===== src/rtl/memctl_pkg.sv =====
package memctl_pkg;
    localparam int ADDR_W = 8;
    localparam int DATA_W = 8;
    localparam int DEV_N  = 4;
    localparam int SEL_W  = $clog2(DEV_N);
    localparam int LOC_W  = ADDR_W - SEL_W;

    typedef enum logic [1:0] {
        PH_IDLE   = 2'd0,
        PH_WRITE  = 2'd1,
        PH_READ   = 2'd2,
        PH_RETURN = 2'd3
    } phase_e;

    typedef struct packed {
        logic [SEL_W-1:0]  dev;
        logic [LOC_W-1:0]  loc;
        logic [DATA_W-1:0] wdata;
    } access_t;

    function automatic access_t pack_access(input logic [ADDR_W-1:0] addr,
                                            input logic [DATA_W-1:0] data);
        access_t a;
        a.dev   = addr[ADDR_W-1 -: SEL_W];
        a.loc   = addr[LOC_W-1:0];
        a.wdata = data;
        return a;
    endfunction

    function automatic logic [DEV_N-1:0] dev_onehot(input logic [SEL_W-1:0] idx);
        logic [DEV_N-1:0] v;
        v = '0;
        v[idx] = 1'b1;
        return v;
    endfunction
endpackage


===== src/rtl/memctl_seq.sv =====
module memctl_seq
    import memctl_pkg::*;
(
    input  logic   clk,
    input  logic   rst,
    input  logic   strobe,
    input  logic   rd_wr_n,
    output phase_e phase,
    output logic   accept,
    output logic   ready
);
    phase_e phase_nxt;

    assign ready  = (phase == PH_IDLE);
    assign accept = ready && strobe;

    always_comb begin
        phase_nxt = phase;
        unique case (phase)
            PH_IDLE:   if (strobe) phase_nxt = rd_wr_n ? PH_READ : PH_WRITE;
            PH_WRITE:  phase_nxt = PH_IDLE;
            PH_READ:   phase_nxt = PH_RETURN;
            PH_RETURN: phase_nxt = PH_IDLE;
            default:   phase_nxt = PH_IDLE;
        endcase
    end

    always_ff @(posedge clk) begin
        if (rst) phase <= PH_IDLE;
        else     phase <= phase_nxt;
    end

    // an accepted strobe always leaves idle at the next edge
    assert_accept_leaves_idle_R2: assert property (@(posedge clk) disable iff (rst)
        accept |=> !ready);
    // a write phase lasts one cycle
    assert_write_one_cycle_R3: assert property (@(posedge clk) disable iff (rst)
        (phase == PH_WRITE) |=> (phase == PH_IDLE));
endmodule


===== src/rtl/memctl_latch.sv =====
module memctl_latch
    import memctl_pkg::*;
(
    input  logic              clk,
    input  logic              rst,
    input  logic              accept,
    input  logic [ADDR_W-1:0] addr,
    input  logic [DATA_W-1:0] wdata,
    output access_t           cur
);
    always_ff @(posedge clk) begin
        if (rst)         cur <= '0;
        else if (accept) cur <= pack_access(addr, wdata);
    end

    // the captured request only changes on acceptance
    assert_hold_request_R9: assert property (@(posedge clk) disable iff (rst)
        !accept |=> $stable(cur));
endmodule


===== src/rtl/memctl_drive.sv =====
module memctl_drive
    import memctl_pkg::*;
(
    input  phase_e            phase,
    input  access_t           cur,
    output logic [DEV_N-1:0]  mem_ce,
    output logic              mem_we,
    output logic              mem_oe,
    output logic [LOC_W-1:0]  mem_addr,
    output logic [DATA_W-1:0] mem_wdata
);
    logic             active;
    logic [DEV_N-1:0] sel;

    assign active = (phase == PH_WRITE) || (phase == PH_READ);
    assign sel    = dev_onehot(cur.dev);

    for (genvar g = 0; g < DEV_N; g++) begin : g_ce
        assign mem_ce[g] = active && sel[g];
    end

    assign mem_we    = (phase == PH_WRITE);
    assign mem_oe    = (phase == PH_READ);
    assign mem_addr  = active ? cur.loc : '0;
    assign mem_wdata = (phase == PH_WRITE) ? cur.wdata : '0;

    // never two devices enabled
    always_comb begin
        assert_ce_onehot_R6: assert ($onehot0(mem_ce));
    end
endmodule


===== src/rtl/memctl_rdret.sv =====
module memctl_rdret
    import memctl_pkg::*;
(
    input  logic                    clk,
    input  logic                    rst,
    input  phase_e                  phase,
    input  logic [SEL_W-1:0]        dev,
    input  logic [DEV_N*DATA_W-1:0] mem_rdata,
    output logic [DATA_W-1:0]       bus_rdata,
    output logic                    bus_rvalid
);
    logic [DATA_W-1:0] lanes [DEV_N];
    logic [DATA_W-1:0] cap;

    for (genvar g = 0; g < DEV_N; g++) begin : g_lane
        assign lanes[g] = mem_rdata[g*DATA_W +: DATA_W];
    end

    always_ff @(posedge clk) begin
        if (rst)                   cap <= '0;
        else if (phase == PH_READ) cap <= lanes[dev];
    end

    assign bus_rvalid = (phase == PH_RETURN);
    assign bus_rdata  = bus_rvalid ? cap : '0;
endmodule


===== src/rtl/memctl_top.sv =====
module memctl_top
    import memctl_pkg::*;
(
    input  logic        clk,
    input  logic        rst,
    input  logic        bus_strobe,
    input  logic        bus_rd_wr_n,
    input  logic [7:0]  bus_addr,
    input  logic [7:0]  bus_wdata,
    output logic [7:0]  bus_rdata,
    output logic        bus_rvalid,
    output logic        bus_ready,
    output logic [3:0]  mem_ce,
    output logic        mem_we,
    output logic        mem_oe,
    output logic [5:0]  mem_addr,
    output logic [7:0]  mem_wdata,
    input  logic [31:0] mem_rdata
);
    phase_e  phase;
    logic    accept;
    access_t cur;

    memctl_seq u_seq (
        .clk     (clk),
        .rst     (rst),
        .strobe  (bus_strobe),
        .rd_wr_n (bus_rd_wr_n),
        .phase   (phase),
        .accept  (accept),
        .ready   (bus_ready)
    );

    memctl_latch u_latch (
        .clk    (clk),
        .rst    (rst),
        .accept (accept),
        .addr   (bus_addr),
        .wdata  (bus_wdata),
        .cur    (cur)
    );

    memctl_drive u_drive (
        .phase     (phase),
        .cur       (cur),
        .mem_ce    (mem_ce),
        .mem_we    (mem_we),
        .mem_oe    (mem_oe),
        .mem_addr  (mem_addr),
        .mem_wdata (mem_wdata)
    );

    memctl_rdret u_rdret (
        .clk        (clk),
        .rst        (rst),
        .phase      (phase),
        .dev        (cur.dev),
        .mem_rdata  (mem_rdata),
        .bus_rdata  (bus_rdata),
        .bus_rvalid (bus_rvalid)
    );

    // idle means every device control is off
    assert_idle_quiet_R6: assert property (@(posedge clk) disable iff (rst)
        bus_ready |-> (mem_ce == '0 && !mem_we && !mem_oe));
    // write and read enables are exclusive, and a write pulse lasts one cycle
    assert_we_oe_exclusive_R3: assert property (@(posedge clk) disable iff (rst)
        !(mem_we && mem_oe));
    assert_we_single_R3: assert property (@(posedge clk) disable iff (rst)
        mem_we |=> !mem_we);
    // output enable is followed by the return cycle
    assert_oe_then_return_R5: assert property (@(posedge clk) disable iff (rst)
        mem_oe |=> (bus_rvalid && !mem_oe));
    // after the return cycle the controller is ready
    assert_return_then_ready_R7: assert property (@(posedge clk) disable iff (rst)
        bus_rvalid |=> bus_ready);
    // reset forces idle with all controls off
    assert_reset_idle_R8: assert property (@(posedge clk)
        rst |=> (bus_ready && mem_ce == '0 && !mem_we && !mem_oe && !bus_rvalid));
endmodule


===== config.mk =====
export PLATFORM = sky130hd
export DESIGN_NAME = memctl_top
export DESIGN_NICKNAME = d
export VERILOG_FILES = /design/src/rtl/memctl_pkg.sv /design/src/rtl/memctl_seq.sv /design/src/rtl/memctl_latch.sv /design/src/rtl/memctl_drive.sv /design/src/rtl/memctl_rdret.sv /design/src/rtl/memctl_top.sv
export SDC_FILE = /design/constraint.sdc
export NUM_CORES = 1
export LEC_CHECK = 0
export BUFFER_PORTS_ARGS = -buffer_cell sky130_fd_sc_hd__buf_4
export CAP_MARGIN = 5
export CORE_ASPECT_RATIO = 0.75
export CORE_MARGIN = 3
export CORE_UTILIZATION = 35
export DETAILED_ROUTE_END_ITERATION = 7
export PLACE_DENSITY = 0.66
export SETUP_SLACK_MARGIN = 0.3
export SLEW_MARGIN = 20
export SYNTH_ARGS = -nofsm -noshare
export SYNTH_HDL_FRONTEND = slang
export SYNTH_SLANG_ARGS = --single-unit

===== constraint.sdc =====
create_clock -name clk -period 3.1 [get_ports clk]
set_input_delay 0.155 -clock clk [delete_from_list [all_inputs] [get_ports clk]]
set_output_delay 0.155 -clock clk [all_outputs]
set_load 0.01 [all_outputs]

==> results.txt, run 1 <==
Remaining Overflow, GRT: 0
Global-route wire length before repair: 6.831 mm
Cells after DPL: 302
Tightest Pin Transition: 613.1 ps
Clk pwr share: 0.229
Clk root buf: clkbuf_8
Data arrival, critical path: 2110 ps
Vias per cell: 4.810
Area delta synth->final: 41.95%
CP Data Required Time: 3250 ps
Via count: 1472
Dominant cell type by area after synthesis: dfxtp_1
PortBufs: 81
I/O pins: 82
Largest net degree at the start of global routing: 27
Multiplexer area fraction after synthesis: 0
Post-CTS Hold Buffers: 0
Hold Vio Cnt, Final: 0
Sequential cell area fraction in the yosys report: 0.3331
Comb power frac: 0.357
Final nets: 312
Initial Utilization: 0.3740
Minimum clock period after layout: 1956 ps
Pre-antenna DRT Iters: 4
Complex-gate fraction of the synthesized area: 0.1793
Pint: 667.3 uW
Share of the synthesized area in the top cell type: 0.3331
Die Y-Extent: 63.87 um
Leakage: 0.0009982 uW
Setup violations, final: 0
DR DRC count: 0
CP Max Fanout: 12
Skew-Pair Late Insertion Delay: 270 ps
Crit start category: flop
Wire length per cell: 13.44 um
Synth Area in Simple Gates: 0.3627
Synth warnings: 0
Worst slew margin: 0.5913
Post-DP HPWL: 3.158 mm
Synth unique cells: 27
Total die area: 0.005311 mm^2
N_diodes: 0
Max clock buf depth: 2
Final slew viol count: 0
Period Utilization, post-route: 0.6311
Die X: 83.16 um
Largest family of logic cells by synthesized area: simple AND/OR/NAND/NOR gates
Placement Cell Area: 0.002163 mm^2
Max Clock Freq: 511.1 MHz
Net count after synthesis: 236
Core area: 0.004179 mm^2
Num Clock Sinks: 26
Cells after Synth: 176
Sw frac: 0.3158
Clock Skews: 4.170 ps
Postcts setup bufs: 0
CTS Buf Count: 3
Total Routed Length: 4.114 mm
Antenna violations before repair: 0
Mapped Area: 0.001563 mm^2
Worst Setup End Kind: flop
Clk slew on worst S/H paths: 90 ps
Rows: 20
RD Place Congestion: 0.7683
VDD IR max: 0.0002540 V
Flop pwr share: 0.414
Mean Syn Cell Area: 8.879 um^2
Synth Register Bits: 26
Status: finished clean
Vias in the first global route: 1494
Htree depth: 1
Max Cap Viol: 0
Unrepaired setup endpoints after global routing: false
Total GRT Usage: 0.1558
Power Dens Cells: 439.7 mW/mm^2
NetSw: 308.1 uW
Post-cts sizing count: 0
PnR Total Power: 975.4 uW
Adder-Cell Fraction of Synth Area: 0.06405
Non-Filler Instances: 306
Post-route ant nets: 0
HP Class: primary input to flop
Finished layout cell area: 0.002218 mm^2
Critical path type: flop to flop
Filler cell count: 402
Largest cells by area after synthesis: dfxtp_1 (33%), and2_1 (9.2%), nand2_1 (8.2%)
Setup TNS: 0 ps
CTS tree: yes
Layout cells sized above 1: 0.4183
Synth Area in XOR/XNOR: 0
DRC marker count from the first detailed-route iteration: 82
## cell usage after synthesis (all sizes together)
master and count:
nand2 35, dfxtp 26, and2 23, a21oi 16
a211oi 11, buf 9, ha 8, nor2 8
nor2b 7, nor4b 6, o32a 6, and2b 4
inv 3, nor3 3, clkbuf 2, nand2b 2
nor3b 2, nor4 2, o32ai 2, nand3b 1
## area by class of cell
type / count / area [um^2] / share of cell area
Multi-Input combinational cell: 136 / 947.2 / 0.4270
Timing Repair Buffer: 82 / 615.6 / 0.2775
Sequential cell: 26 / 520.5 / 0.2346
Tap cell: 55 / 68.82 / 0.03102
Clock buffer: 4 / 55.05 / 0.02482
Inverter: 3 / 11.26 / 0.005076
## layer usage
layer  part of all wire  vias to the layer above  track usage
met5                  0                        -            0
met4             0.0044                        0      0.02449
met3              0.098                        2      0.06057
met2               0.43                       55       0.2390
met1               0.47                      664       0.2108
li1                   -                      751            -
## final timing paths
| path | slack (ps) | startpoint | cells past startpoint | endpoint |
|---|---|---|---|---|
| setup / recovery | 1140 | u_seq.phase[0]$_SDFFE_PP0P_ | 5 | u_rdret.cap[4]$_SDFFE_PP0N_ |
| hold / removal | 120 | bus_wdata[4] | 3 | u_latch.cur[4]$_SDFFE_PP0P_ |
| setup reg to reg | 1140 | u_seq.phase[0]$_SDFFE_PP0P_ | 5 | u_rdret.cap[4]$_SDFFE_PP0N_ |
| hold reg to reg | 450 | u_latch.cur[7]$_SDFFE_PP0P_ | 2 | u_latch.cur[7]$_SDFFE_PP0P_ |
## state kept, by name, summed over array words and instances, names as in the netlist
| signal | flops |
|---|---|
| u_latch.cur | 16 |
| u_rdret.cap | 8 |
| u_seq.phase | 2 |
## cells in the final DEF (no fill, tap or decap), drive strengths merged
master	count
a211oi	11
a21oi	16
and2	23
and2b	4
buf	82
clkbuf	4
dfxtp	26
ha	8
inv	3
nand2	35
nand2b	2
nand3b	1
nor2	8
nor2b	7
nor3	3
nor3b	2
nor4	2
nor4b	6
o32a	6
o32ai	2
## power by group through the flow
stage               registers [uW]  logic (uW)  clock network [uW]
finish                         404         348                 224
floorplan                      402         241                   0
detailed placement             412         351                   0
global route                   410         387                 240
CTS                            404         352                 230
global placement               409         349                   0
## through the flow
step	hold slack, ps	setup slack, ps	utilization
after detailed placement	412.4	1179	0.5177
after CTS	113.5	1173	0.5308
final	117.5	1144	0.5308
after global routing	125.2	1008	0.5308
after global placement	405.4	1205	0.5177
after floorplan	291.0	1726	-
## worst max-delay path, stage by stage (launching register included)
cell     delay, ps
dfxtp_1        360
inv_1          150
ha_1           570
nand2_2        250
o32a_1         340
nor4b_2        160
## cells by family (layout without fill, tap and decap cells)
group	Yosys count	in the layout
AND/OR/NAND/NOR	93	93
flip-flops	26	26
adder cells (fa/ha/maj)	8	8
AO/OA/AOI/OAI	35	35
buffers and inverters	14	89
(Power assumes the default switching activity.)
==> run 2: changes to the inputs <==
clock period = 1.8 ns   (was 3.1 ns; I/O delays follow)
==> results.txt, run 2 (synthesized netlist as in run 1, its figures left out) <==
Critical path type: flop to primary output
Layout cells sized above 1: 0.4609
Commonest non-fill, non-tap cell in the layout: buf_4
Clk root buf: clkbuf_8
Slowest Stage Delay on Critical Path: 400 ps
Total die area: 0.005311 mm^2
Hold Vio Cnt, Final: 0
I/O pins: 82
Most Crowded Layer GR: met1
Minimum clock period after layout: 1453 ps
CP max-delay cell: dfxtp_4
Max reg flops: 16
Most used cell, CP: buf_6
Worst Setup Slack post-DPL: 239.1 ps
Filler cell count: 403
Most frequent cells in the layout: buf_4 (80), nand2_1 (34), dfxtp_1 (24)
Met2 GRT Util: 0.2260
Total GRT Usage: 0.1588
Num Clock Sinks: 26
Clk slew on worst S/H paths: 100 ps
Global-route wire length before repair: 6.858 mm
Vias per cell: 4.791
Pre-antenna DRT Iters: 4
Crit-path leading delay family: flip-flops
Rows: 20
Top reg by flops: u_latch.cur
Unrepaired setup endpoints after global routing: true
Vias in the first global route: 1409
Status: finished clean
Clock Skews: 8.537 ps
Met3 Use GR: 0.05928
CTS tree: yes
Largest regs: u_latch.cur (16), u_rdret.cap (8), u_seq.phase (2)
Hold Path Origin: bus_wdata[2]
Setup crit start: u_seq.phase[1]$_SDFFE_PP0P_
Die X: 83.16 um
Remaining Overflow, GRT: 0
Critical path, cell by cell: inv_6, ha_4, buf_6, and2_1, buf_6
Antenna violations before repair: 0
Data arrival, critical path: 1360 ps
Initial Utilization: 0.3740
N_diodes: 0
Post-DP HPWL: 3.157 mm
Setup violations, final: 0
GRT met1 Usage: 0.2278
VDD IR max: 0.0004055 V
Tightest Pin Transition: 428.7 ps
Core area: 0.004179 mm^2
Max Clock Freq: 688.3 MHz
Area delta synth->final: 50.04%
PortBufs: 81
Skew-Pair Late Insertion Delay: 270 ps
Worst Setup End Kind: primary output
DRC marker count from the first detailed-route iteration: 67
Final nets: 317
Final slew viol count: 0
Power Dens Cells: 803.5 mW/mm^2
Crit start category: flop
CP Max Fanout: 6
Worst r2r src: u_latch.cur[15]$_SDFFE_PP0P_
Setup TNS: 0 ps
Post-CTS Hold Buffers: 0
CP Data Required Time: 1710 ps
Max Cap Viol: 0
Via count: 1490
CP bufs+invs: 3
Period Utilization, post-route: 0.8072
Max clock buf depth: 2
Htree depth: 1
Wire length per cell: 13.88 um
DR DRC count: 0
Worst slew margin: 0.7138
RD Place Congestion: 0.7875
Largest net degree at the start of global routing: 27
CTS Buf Count: 3
Total Routed Length: 4.316 mm
Die Y-Extent: 63.87 um
HP Class: primary input to flop
Leakage: 0.001046 uW
Post-route ant nets: 0
Final worst slack: 347.1 ps
[run 2: final timing paths]
check             cells after the start  slack [ps]                           to
setup / recovery                      5         350                  mem_addr[2]
hold reg to reg                       2         460  u_latch.cur[1]$_SDFFE_PP0P_
hold / removal                        3          50  u_latch.cur[2]$_SDFFE_PP0P_
setup reg to reg                      3         390  u_rdret.cap[7]$_SDFFE_PP0N_
[run 2: where the power goes]
group | switching (uW) | total [uW] | internal, uW | leakage, uW
clock | 196 | 494 | 298 | 0.0000357
sequential | 53.9 | 706 | 652 | 0.000215
combinational | 319 | 684 | 366 | 0.000796
total | 569 | 1880 | 1310 | 0.00105
[run 2: cell type report]
type | count | area [um^2] | share of cell area
timing repair buffer | 87 | 679.4 | 0.2898
sequential | 26 | 528.0 | 0.2252
inverter | 3 | 18.77 | 0.008004
tap | 55 | 68.82 | 0.02935
multi-input combinational | 136 | 978.4 | 0.4173
clock buffer | 3 | 41.29 | 0.01761
clock inverter | 1 | 30.03 | 0.01281
[run 2: layer usage]
layer	part of all wire	routed length, um	vias to the layer above
met4	0.0076	33	0
li1	-	-	766
met1	0.50	2148	670
met3	0.074	320	4
met5	0	0	-
met2	0.42	1814	50
[run 2: stage by stage]
step             util  power, uW  hold WS [ps]  area (um^2)  cells
2_1_floorplan       -       1107         226.0         1563    176
3_3_place_gp   0.5213       1320         338.1         2178    304
3_5_place_dp   0.5213       1325         346.1         2178    304
4_1_cts        0.5422       1841         43.29         2266    308
5_1_grt        0.5611       1998         41.74         2345    311
6_report       0.5611       1884         48.80         2345    311
[run 2: tightest hold or removal path: stages]
cell and delay (ps):
buf_4 110, nand2_1 40, a21oi_1 50
[run 2: what timing repair did]
action / 4_1_cts / 5_1_grt
gates resized for setup: 6 / 19
endpoints found under the setup margin: 42 / 26
pin swaps: 0 / 3
buffers inserted: 0 / 3
==> run 3: changes to the inputs <==
clock period = 1.5 ns   (was 1.8 ns; I/O delays follow)
==> results.txt, run 3 (synthesized netlist as in run 1, its figures left out) <==
Core area: 0.004179 mm^2
Max Cap Viol: 0
Tightest Pin Transition: 342.7 ps
CTS tree: yes
Final worst slack: 74.44 ps
Worst Setup EP: mem_addr[0]
Antenna violations before repair: 0
Cell count of the worst reg-to-reg path: 5
Critical path, cell by cell: inv_6, ha_4, buf_6, and2_4, buf_6
Most frequent cells in the layout: buf_4 (85), nand2_1 (33), dfxtp_1 (23)
Total GRT Usage: 0.1726
Wire length per cell: 15.11 um
Die Y-Extent: 63.87 um
Area occupied by multi-input gates: 0.001125 mm^2
I/O pins: 82
Num Clock Sinks: 26
Data arrival, critical path: 1350 ps
Max reg flops: 16
Status: finished clean
Die X: 83.16 um
Setup violations, final: 0
Via count: 1577
Setup TNS: 0 ps
CP Data Required Time: 1420 ps
Pre-antenna DRT Iters: 4
Total Routed Length: 4.911 mm
Initial Utilization: 0.3740
Filler cell count: 383
Top reg by flops: u_latch.cur
CTS Buf Count: 3
Vias per cell: 4.852
Minimum clock period after layout: 1426 ps
Hold_ws: 39.79 ps
Setup crit start: u_seq.phase[1]$_SDFFE_PP0P_
RD Place Congestion: 0.7419
Flip-flop and latch area: 529.3 um^2
Commonest non-fill, non-tap cell in the layout: buf_4
Most used cell, CP: buf_6
DRC marker count from the first detailed-route iteration: 66
Htree depth: 1
Remaining Overflow, GRT: 0
Post-DP HPWL: 3.258 mm
Clock Skews: 8.250 ps
Layout cells sized above 1: 0.5778
Final slew viol count: 0
Post-CTS Hold Buffers: 0
Max Clock Freq: 701.5 MHz
Post-route ant nets: 0
Largest regs: u_latch.cur (16), u_rdret.cap (8), u_seq.phase (2)
Total die area: 0.005311 mm^2
Max clock buf depth: 2
DR DRC count: 0
Skew-Pair Late Insertion Delay: 270 ps
Final nets: 331
Post-Route Utilization: 0.6213
CP Max Fanout: 6
N_diodes: 0
Leakage: 0.001140 uW
Power Dens Cells: 900.6 mW/mm^2
Worst slew margin: 0.7715
CP max-delay cell: dfxtp_4
Worst r2r src: u_seq.phase[1]$_SDFFE_PP0P_
Largest net degree at the start of global routing: 27
Worst Setup Slack post-DPL: 47.27 ps
Area delta synth->final: 66.13%
Rows: 20
Critical path type: flop to primary output
Global-route wire length before repair: 7.576 mm
Hold Vio Cnt, Final: 0
PortBufs: 81
HP Class: primary input to flop
VDD IR max: 0.0004820 V
Unrepaired setup endpoints after global routing: true
Period Utilization, post-route: 0.9504
Slowest Stage Delay on Critical Path: 390 ps
Vias in the first global route: 1542
Clk slew on worst S/H paths: 90 ps
Clk root buf: clkbuf_8
Terminus of the critical flop-to-flop path: u_rdret.cap[7]$_SDFFE_PP0N_
Reg-to-reg slack, setup: 120 ps
Crit start category: flop
Worst Setup End Kind: primary output
run 3: cell types whose count changed in the layout (fill, tap and decap cells not counted), moves of 5 or more:
| cell | before | now |
|---|---|---|
| buf_4 | 80 | 85 |
| a211oi_2 | 4 | 10 |
| and2_4 | 0 | 10 |
| buf_6 | 7 | 15 |
| a211oi_1 | 6 | 1 |
| and2_1 | 22 | 13 |
| ha_1 | 7 | 2 |
run 3: through the flow:
stage | instance area [um^2] | total power [uW] | std cells
finish | 2596 | 2338 | 325
global route | 2596 | 2470 | 325
CTS | 2502 | 2249 | 321
detailed placement | 2233 | 1646 | 306
global placement | 2233 | 1640 | 306
floorplan | 1615 | 1379 | 176
run 3: area by class of cell:
type	instances	area share
timing repair buffer	100	0.3108
multi-input combinational	137	0.4333
inverter	3	0.008193
sequential	26	0.2039
clock buffer	4	0.01735
tap	55	0.02651
run 3: routing by layer:
layer | wire, um | track usage | vias to the layer above
met5 | 0 | 0 | -
met4 | 18 | 0.02449 | 0
met3 | 341 | 0.04768 | 2
met2 | 2166 | 0.2740 | 54
met1 | 2384 | 0.2391 | 728
li1 | - | - | 793
run 3: worst max-delay path: cells and delay by family (launching register included):
kind / cells / cell delay [ps]
adder cells (fa/ha/maj): 1 / 300
flip-flops: 1 / 390
buffers and inverters: 3 / 260
AND/OR/NAND/NOR: 1 / 130
run 3: worst min-delay path by stage:
stage	from	to	slack, ps	cells past startpoint
after floorplan	bus_wdata[0]	u_latch.cur[0]$_SDFFE_PP0P_	210	2
after global placement	bus_addr[5]	u_latch.cur[13]$_SDFFE_PP0P_	320	3
after detailed placement	bus_addr[2]	u_latch.cur[10]$_SDFFE_PP0P_	330	3
after CTS	bus_addr[0]	u_latch.cur[8]$_SDFFE_PP0P_	40	3
after global routing	bus_addr[0]	u_latch.cur[8]$_SDFFE_PP0P_	50	3
final	bus_addr[0]	u_latch.cur[8]$_SDFFE_PP0P_	40	3
run 3: what timing repair did:
item                                    4_1_cts  5_1_grt
pin swaps                                    11        8
endpoints found under the setup margin       53       55
endpoints found under the hold margin         0        0
buffers inserted                             11        2
resized for setup                            39       17
gates cloned                                  0        2
run 3: where the power goes:
group	internal, uW	leakage (uW)	switching (uW)	total, uW
clock	190	0.0000228	217	407
combinational	601	0.000902	483	1080
sequential	783	0.000215	64.5	847
